<file path="config.mk">
export PLATFORM = sky130hd
export DESIGN_NAME = hdx_line_bridge
export DESIGN_NICKNAME = d
export VERILOG_FILES = /design/src/rtl/hdx_pkg.sv /design/src/rtl/hdx_sync2.sv /design/src/rtl/hdx_lane.sv /design/src/rtl/hdx_line_bridge.sv
export SDC_FILE = /design/constraint.sdc
export NUM_CORES = 1
export LEC_CHECK = 0
export BUFFER_PORTS_ARGS = -buffer_cell sky130_fd_sc_hd__buf_2
export CORE_MARGIN = 3
export CORE_UTILIZATION = 58
export CTS_CLUSTER_SIZE = 20
export DETAILED_ROUTE_END_ITERATION = 16
export PLACE_DENSITY = 0.78
export SLEW_MARGIN = 40
export SYNTH_ARGS = -nofsm -noshare
export SYNTH_HDL_FRONTEND = slang
export SYNTH_SLANG_ARGS = --single-unit
</file>
<file path="constraint.sdc">
create_clock -name clk -period 1.85 [get_ports clk]
set_clock_uncertainty 0.2 [all_clocks]
set_input_delay 0.2775 -clock clk [delete_from_list [all_inputs] [get_ports clk]]
set_output_delay 0.2775 -clock clk [all_outputs]
set_load 0.02 [all_outputs]
</file>
<file path="src/rtl/hdx_pkg.sv">
package hdx_pkg;

  typedef enum logic [1:0] {
    LN_IDLE = 2'd0,
    LN_WAIT = 2'd1,
    LN_COPY = 2'd2,
    LN_PULL = 2'd3
  } lane_state_e;

  // Bits needed to count 0 .. delay-1.
  function automatic int unsigned cnt_width(input int unsigned delay);
    return (delay < 2) ? 1 : $clog2(delay);
  endfunction

  // Edges from the first sampling edge of a master fall to the slave low drive:
  // two synchronizer stages, then delay cycles in the wait phase.
  function automatic int unsigned xfer_latency(input int unsigned delay);
    return delay + 2;
  endfunction

endpackage

</file>
<file path="src/rtl/hdx_sync2.sv">
module hdx_sync2 #(
  parameter int unsigned WIDTH   = 2,
  parameter logic        RST_VAL = 1'b1
) (
  input  logic             clk,
  input  logic             rst_n,
  input  logic [WIDTH-1:0] d,
  output logic [WIDTH-1:0] q
);
  logic [WIDTH-1:0] stage1;

  always_ff @(posedge clk or negedge rst_n) begin
    if (!rst_n) begin
      stage1 <= {WIDTH{RST_VAL}};
      q      <= {WIDTH{RST_VAL}};
    end else begin
      stage1 <= d;
      q      <= stage1;
    end
  end
endmodule

</file>
<file path="src/rtl/hdx_lane.sv">
module hdx_lane
  import hdx_pkg::*;
#(
  parameter int unsigned DELAY_CYC = 50
) (
  input  logic clk,
  input  logic rst_n,
  input  logic enable,
  input  logic card_raw,
  input  logic host_raw,
  output logic card_drive_low,
  output logic card_pullup,
  output logic host_drive_low,
  output logic host_pullup
);
  localparam int unsigned CW = cnt_width(DELAY_CYC);
  localparam logic [CW-1:0] CNT_LAST = CW'(DELAY_CYC - 1);

  logic card_s, host_s;
  logic card_prev, host_prev;

  hdx_sync2 #(.WIDTH(2), .RST_VAL(1'b1)) u_sync (
    .clk   (clk),
    .rst_n (rst_n),
    .d     ({card_raw, host_raw}),
    .q     ({card_s, host_s})
  );

  always_ff @(posedge clk or negedge rst_n) begin
    if (!rst_n) begin
      card_prev <= 1'b1;
      host_prev <= 1'b1;
    end else begin
      card_prev <= card_s;
      host_prev <= host_s;
    end
  end

  // Named internal events
  logic card_fall, host_fall;
  logic master_card, master_card_nx;
  logic master_high;
  logic timer_done;
  logic slave_low, slave_pu;
  lane_state_e state, state_nx;
  logic [CW-1:0] cnt, cnt_nx;

  assign card_fall   = card_prev & ~card_s;
  assign host_fall   = host_prev & ~host_s;
  assign master_high = master_card ? card_s : host_s;
  assign timer_done  = (cnt == CNT_LAST);

  always_comb begin
    state_nx       = state;
    cnt_nx         = cnt;
    master_card_nx = master_card;
    if (!enable) begin
      state_nx       = LN_IDLE;
      cnt_nx         = '0;
      master_card_nx = 1'b0;
    end else begin
      unique case (state)
        LN_IDLE: begin
          cnt_nx = '0;
          if (card_fall) begin
            state_nx       = LN_WAIT;
            master_card_nx = 1'b1;
          end else if (host_fall) begin
            state_nx       = LN_WAIT;
            master_card_nx = 1'b0;
          end
        end
        LN_WAIT: begin
          if (master_high) begin
            state_nx = LN_IDLE;
            cnt_nx   = '0;
          end else if (timer_done) begin
            state_nx = LN_COPY;
            cnt_nx   = '0;
          end else begin
            cnt_nx = cnt + 1'b1;
          end
        end
        LN_COPY: begin
          if (master_high) begin
            state_nx = LN_PULL;
            cnt_nx   = '0;
          end
        end
        LN_PULL: begin
          if (timer_done) begin
            state_nx = LN_IDLE;
            cnt_nx   = '0;
          end else begin
            cnt_nx = cnt + 1'b1;
          end
        end
        default: begin
          state_nx = LN_IDLE;
          cnt_nx   = '0;
        end
      endcase
    end
  end

  always_ff @(posedge clk or negedge rst_n) begin
    if (!rst_n) begin
      state       <= LN_IDLE;
      cnt         <= '0;
      master_card <= 1'b0;
    end else begin
      state       <= state_nx;
      cnt         <= cnt_nx;
      master_card <= master_card_nx;
    end
  end

  assign slave_low = (state == LN_COPY);
  assign slave_pu  = (state == LN_PULL);

  assign host_drive_low = slave_low &  master_card;
  assign host_pullup    = slave_pu  &  master_card;
  assign card_drive_low = slave_low & ~master_card;
  assign card_pullup    = slave_pu  & ~master_card;

  // at most one drive output active on the lane
  p_single_drive_r6: assert property (@(posedge clk) disable iff (!rst_n)
    $onehot0({card_drive_low, card_pullup, host_drive_low, host_pullup}));

  // enable low clears every output by the next edge
  p_disable_clears_r8: assert property (@(posedge clk) disable iff (!rst_n)
    !enable |=> !(card_drive_low | card_pullup | host_drive_low | host_pullup));

  // the slave is only pulled low while the master was still seen low
  p_low_needs_master_r2: assert property (@(posedge clk) disable iff (!rst_n)
    $rose(slave_low) |-> $past(!master_high));

  // a pull-up pulse only follows a low drive
  p_pullup_after_low_r6: assert property (@(posedge clk) disable iff (!rst_n)
    $rose(slave_pu) |-> $past(slave_low));

  // master choice is locked for the whole transfer
  p_master_locked_r5: assert property (@(posedge clk) disable iff (!rst_n)
    ((state != LN_IDLE) && $past(state != LN_IDLE)) |-> $stable(master_card));

endmodule

</file>
<file path="src/rtl/hdx_line_bridge.sv">
module hdx_line_bridge #(
  parameter int unsigned NUM_LANES = 3,
  parameter int unsigned DELAY_CYC = 50
) (
  input  logic                 clk,
  input  logic                 rst_n,
  input  logic                 enable,
  input  logic [NUM_LANES-1:0] card_in,
  input  logic [NUM_LANES-1:0] host_in,
  output logic [NUM_LANES-1:0] card_drive_low,
  output logic [NUM_LANES-1:0] card_pullup,
  output logic [NUM_LANES-1:0] host_drive_low,
  output logic [NUM_LANES-1:0] host_pullup
);
  for (genvar g = 0; g < NUM_LANES; g++) begin : g_lane
    hdx_lane #(.DELAY_CYC(DELAY_CYC)) u_lane (
      .clk            (clk),
      .rst_n          (rst_n),
      .enable         (enable),
      .card_raw       (card_in[g]),
      .host_raw       (host_in[g]),
      .card_drive_low (card_drive_low[g]),
      .card_pullup    (card_pullup[g]),
      .host_drive_low (host_drive_low[g]),
      .host_pullup    (host_pullup[g])
    );
  end
endmodule

</file>
# --- Word level (Yosys, flattened, before mapping) ---
# Index checks and enable logic that the tools add are counted.
totals:
  register_bits: 45
  in_bits: 9
  out_inout_bits: 12
  wordCells: 144
op_classes:
  add_sub_neg: 3
  eq_ne: 30
  n_mux: 54
  n_bitwise: 27
  n_reduce_logical: 9
op_table:
  columns: ["operator", "count"]
  rows:
  - ["6-bit two-way mux", 12]
  - ["6-bit case mux with 4 select lines", 3]
  - ["2-bit two-way mux", 21]
  - ["4-bit by 2-bit inequality test with 1-bit output, second input constant", 6]
  - ["2-bit case mux with 4 select lines", 3]
  - ["6-bit by 1-bit adder with 6-bit output, second input constant", 3]
  - ["1-bit AND", 18]
  - ["6-bit equality test, second input constant", 3]
  - ["3-bit by 2-bit inequality test with 1-bit output, second input constant", 6]
  - ["1-bit two-way mux", 15]
  - ["2-bit equality test, second input constant", 6]
  - ["4-bit AND reduction", 3]
  - ["3-bit by 1-bit inequality test with 1-bit output, second input constant", 3]
  - ["1-bit NOT", 9]
  - ["2-bit by 1-bit equality test with 1-bit output, second input constant", 3]
  - ["2-bit zero test", 3]
  - ["2-bit by 1-bit inequality test with 1-bit output, second input constant", 3]
  - ["2-bit AND reduction", 3]

# --- Depth between registers and ports, before layout ---
logic_depth:
  ltp_word: 6
  ltp_mapped: 6
  mapped_depth_nobuf: 6

# --- Cells and area by module ---
# A second synthesis with hierarchy kept.
unflattened:
  hier_cells: 210
  hier_area_um2: 2214.6
modules_own_cells:
  columns: ["mod", "instances", "cells_each", "area_per_inst_um2", "seq_area_each_um2"]
  rows:
  - ["hdx_lane", 3, 66, 633.1, 277.8]
  - ["hdx_sync2", 3, 4, 105.1, 105.1]

# --- Worst setup path after synthesis ---
# OpenSTA, ideal clock, no wires.
synth_path:
  path_kind: "reg2reg"
  startpoint: "register g_lane[2].u_lane.master_card"
  endpoint: "register g_lane[2].u_lane.cnt[5]"
  setup_time_ps: 80
  t_arrival_ps: 1374
  t_required_ps: 1570
  slack_ps: 195
  path_stages_with_launch: 5
  path_buffers: 0
  synth_period_minus_slack_ps: 1655
  cell_sequence: "dfrtp_1 > mux2i_2 > o21ai_2 > or4_4 > o211ai_2"
synth_between:
  elab_chain_len: 4
  elab_cells_between_ends: 5
  cone_classes: "eq/ne: 1; mux: 4"
synth_rtl:
  columns: ["item", "line_no", "source"]
  rows:
  - ["start, declared", "hdx_lane.sv:41", "logic master_card, master_card_nx;"]
  - ["start signal, assigned", "hdx_lane.sv:114", "master_card <= master_card_nx;"]
  - ["1-bit two-way mux *", "hdx_lane.sv:50", "assign master_high = master_card ? card_s : host_s;"]
  - ["6-bit two-way mux", "hdx_lane.sv:74", "if (master_high) begin"]
  - ["6-bit case mux with 4 select lines", "hdx_lane.sv:62", "unique case (state)"]
  - ["6-bit two-way mux", "hdx_lane.sv:57", "if (!enable) begin"]
  - ["end signal, assigned", "hdx_lane.sv:113", "cnt <= cnt_nx;"]
  - ["end, declared", "hdx_lane.sv:46", "logic [CW-1:0] cnt, cnt_nx;"]
# Every way passes the cells marked *; elsewhere a longest branch is shown, timed or not.
# A chain may end at the register's enable or synchronous reset.

# --- Worst setup path after layout ---
layout_path:
  startpoint: "register g_lane[2].u_lane.cnt[0]"
  endpoint: "register g_lane[2].u_lane.cnt[1]"
layout_between:
  elab_chain_len: 5
  elab_cells_between_ends: 6
  cone_classes: "add/sub: 1; eq/ne: 1; mux: 4"
layout_rtl:
  columns: ["item", "line_no"]
  rows:
  - ["6-bit by 1-bit adder with 6-bit output / 6-bit equality test (equally long branches)", "hdx_lane.sv:81, hdx_lane.sv:95, hdx_lane.sv:51"]
  - ["6-bit two-way mux *", "hdx_lane.sv:77, hdx_lane.sv:91"]
  - ["6-bit two-way mux", "hdx_lane.sv:74"]
  - ["6-bit case mux with 4 select lines *", "hdx_lane.sv:62"]
  - ["6-bit two-way mux *", "hdx_lane.sv:57"]
# Marks and branches as above.

==> reports/metrics.yaml <==
outcome: "completed"
cp-end-kind: "register"
synth_top_family_by_area: "simple AND/OR/NAND/NOR gates"
cp-startpoint: "g_lane[2].u_lane.cnt[0]"
postRouteAntennaNets: 0
synth-compound-area-share_pct: 14.57
r2r_cells: 4
n_antenna_cell: 0
die_x_um: 68.04
gr-usage-all-layers_pct: 19.40
synth_area_leaders: "dfrtp_1, dfstp_2, buf_4"
ir_drop_mv: 0.5089
setup_viol: 0
vias_per_cell: 5.680
clkTransAtPathRegs_ns: 0.08
synth_area_sq_mm: 0.002232
power.leakage_uw: 0.001115
cts_max_path_buffers: 2
regArea_sq_mm: 0.001151
cp_cell_sequence: "ha_1 > a41o_2 > or2_2 > o22ai_1"
hold_depth: 3
wl_per_cell_um: 14.61
cap_viol_max_count: 0
insertion_delay_ns: 0.30
synth_xor_xnor_area_share_pct: 0.7848
h-tree-depth: 2
rrSetupSlack_ns: 0.07
synth_top_area_share_pct: 30.27
cts.sinks: 45
r2r-end: "g_lane[2].u_lane.cnt[1]"
synth_simple_gate_area_share_pct: 20.29
final_common_cell: "dfrtp_1"
crit_path_start_kind: "register"
start_util_pct: 63.40
drtIter0Drc: 121
grt_pass1_wl_um: 6665
final_util_pct: 71.89
cellPowerDensity_mw_per_mm2: 721.2
rows: 21
synth_nets: 222
crit_end: "g_lane[2].u_lane.cnt[1]"
grt_pass1_vias: 1514
dr_total_vias: 1579
finalCriticalPeriod_ns: 1.784
slowest_stage: "dfrtp_1"
yosys.area.top_type: "dfrtp_1"
fin_crit_sh_pct: 96.43
synth_seq_cells: 45
antenna_found_initial: 0
netlist_instances: 207
relSlewSlack_pct: 63.49
nFillCells: 276
drt_pass1_iterations: 4
drc: 0
cts_tree: "yes"
synth_edf_count: 0
cp_num_buf_inv: 0
hold_path_class: "primary input to register"
critPathMaxStageDelay_ns: 0.42
ioPinCount: 21
yosysUniqueCellTypes: 52
path_delay_family: "compound AO/OA/AOI/OAI gates"
multi_input_area_sq_um: 984.7
async_flop_share_pct: 100.0
root_buffer: "clkbuf_8"
yosys_warnings: 0
core_sq_mm: 0.003521
grt_max_degree: 26
cts_buffers: 5
drv_slew: 0
reg2reg_from: "g_lane[2].u_lane.cnt[0]"
grt-ovfl-total: 0
num-nets-final: 246
synth-seq-area-share_pct: 51.46
routabilityCongestion: 0.8579
worstPathRequired_ns: 1.85
crit_type: "register to register"
mostFrequentLayoutCells: "dfrtp_1, buf_2, nand2_1"
synthAdderAreaFrac_pct: 3.363
dieArea_sq_mm: 0.004629
post_synth_mux_area_share_pct: 3.587
whs_ns: 0.1017
postRouteWirelength_um: 4062
fmax_mhz: 560.6
fin_tns_setup_ns: 0
syn_to_final_growth_pct: 13.40
arrival_ns: 1.79
syn_area_per_cell_sq_um: 10.78
port_buffers: 20
finalHoldViolations: 0
rsz0062_at_grt: "false"
die_h_um: 68.04
crit_cells: 4
path_max_fanout: 7
worst_slew_pin_slew_ns: 0.5477
drive_gt1_share_pct: 30.60
synthFlopType: "dfrtp_1"
hpwl_um: 2907
[metal layers]
metal  track usage [%]  share of wire [%]
met1             24.76                 45
met2             30.32                 49
met3             5.583                4.1
met4             9.181                1.6
met5                 0                  0
[sequential cells by signal, indices dropped and copies added, names as in the netlist]
register and cells:
g_lane.u_lane.host_prev 3, g_lane.u_lane.cnt 18, g_lane.u_lane.master_card 3, g_lane.u_lane.card_prev 3, g_lane.u_lane.state 6, g_lane.u_lane.u_sync.q 6, g_lane.u_lane.u_sync.stage1 6
[synth_stat cells, types with 2 or more instances]
cell type  instances
a211oi_1           2
nand4b_1           2
nor3b_1            3
nor2_1            12
and3_1             6
o211ai_2           2
inv_1              7
dfstp_2           18
a22o_1             3
buf_4             12
or3_1              2
o2bb2ai_1          3
and3_2             3
o21ai_0           12
mux2i_1            4
nand2_1           19
nand3_1            8
nor2b_1            7
o21bai_1           4
o211ai_1           4
xor2_1             2
nand2b_1           6
clkbuf_1           3
dfrtp_1           27
ha_1               6
o31ai_1            4
[logic make-up after synthesis]
kind of cell	count (synthesis)
simple gates	81
flops	45
compound gates	43
buf+inv	23
mux	7
fa+ha+maj	6
xor+xnor	2
[worst register-to-register path: stages (launching register included)]
cell,delay (ns)
dfrtp_1,0.42
ha_1,0.21
a41o_2,0.32
or2_2,0.36
o22ai_1,0.19
[worst min-delay path by stage]
stage	from	end	slack [ns]
floorplan	rst_n	g_lane[0].u_lane.cnt[0]	-0.22
CTS	enable	g_lane[2].u_lane.master_card	0.10
finish	enable	g_lane[2].u_lane.master_card	0.10
detailed placement	rst_n	g_lane[0].u_lane.cnt[5]	0.09
global route	enable	g_lane[2].u_lane.master_card	0.11
global placement	rst_n	g_lane[0].u_lane.state[1]	0.09
[where the power goes]
part	switching [uW]	internal, uW
clock network	311	267
logic	82.6	80.4
registers	47.0	1040
total	441	1380
[cell type report]
class / instances / area share [%]
Sequential cell: 45 / 45.48
Multi-Input combinational cell: 139 / 38.90
Timing Repair Buffer: 33 / 8.997
Clock buffer: 7 / 3.015
Tap cell: 46 / 2.274
Inverter: 7 / 1.038
Clock inverter: 1 / 0.2966
[per-stage QoR]
stage               cells  setup slack, ns  power, uW  instance area (sq um)
global route          278        0.0005949       1915                   2531
detailed placement    262          0.04485       1239                   2333
global placement      262           0.1206       1225                   2333
CTS                   277          0.02122       1832                   2491
finish                278          0.06612       1826                   2531
floorplan             207           0.1954       1174                   2232
[timing repair]
action | 4_1_cts | 5_1_grt
resized for setup | 2 | 8
setup buffers | 0 | 1
pin swaps | 0 | 0
hold buffers | 7 | 0
setup endpoints to repair | 2 | 12
hold endpoints to repair | 19 | 0
(Power assumes the default switching activity.)
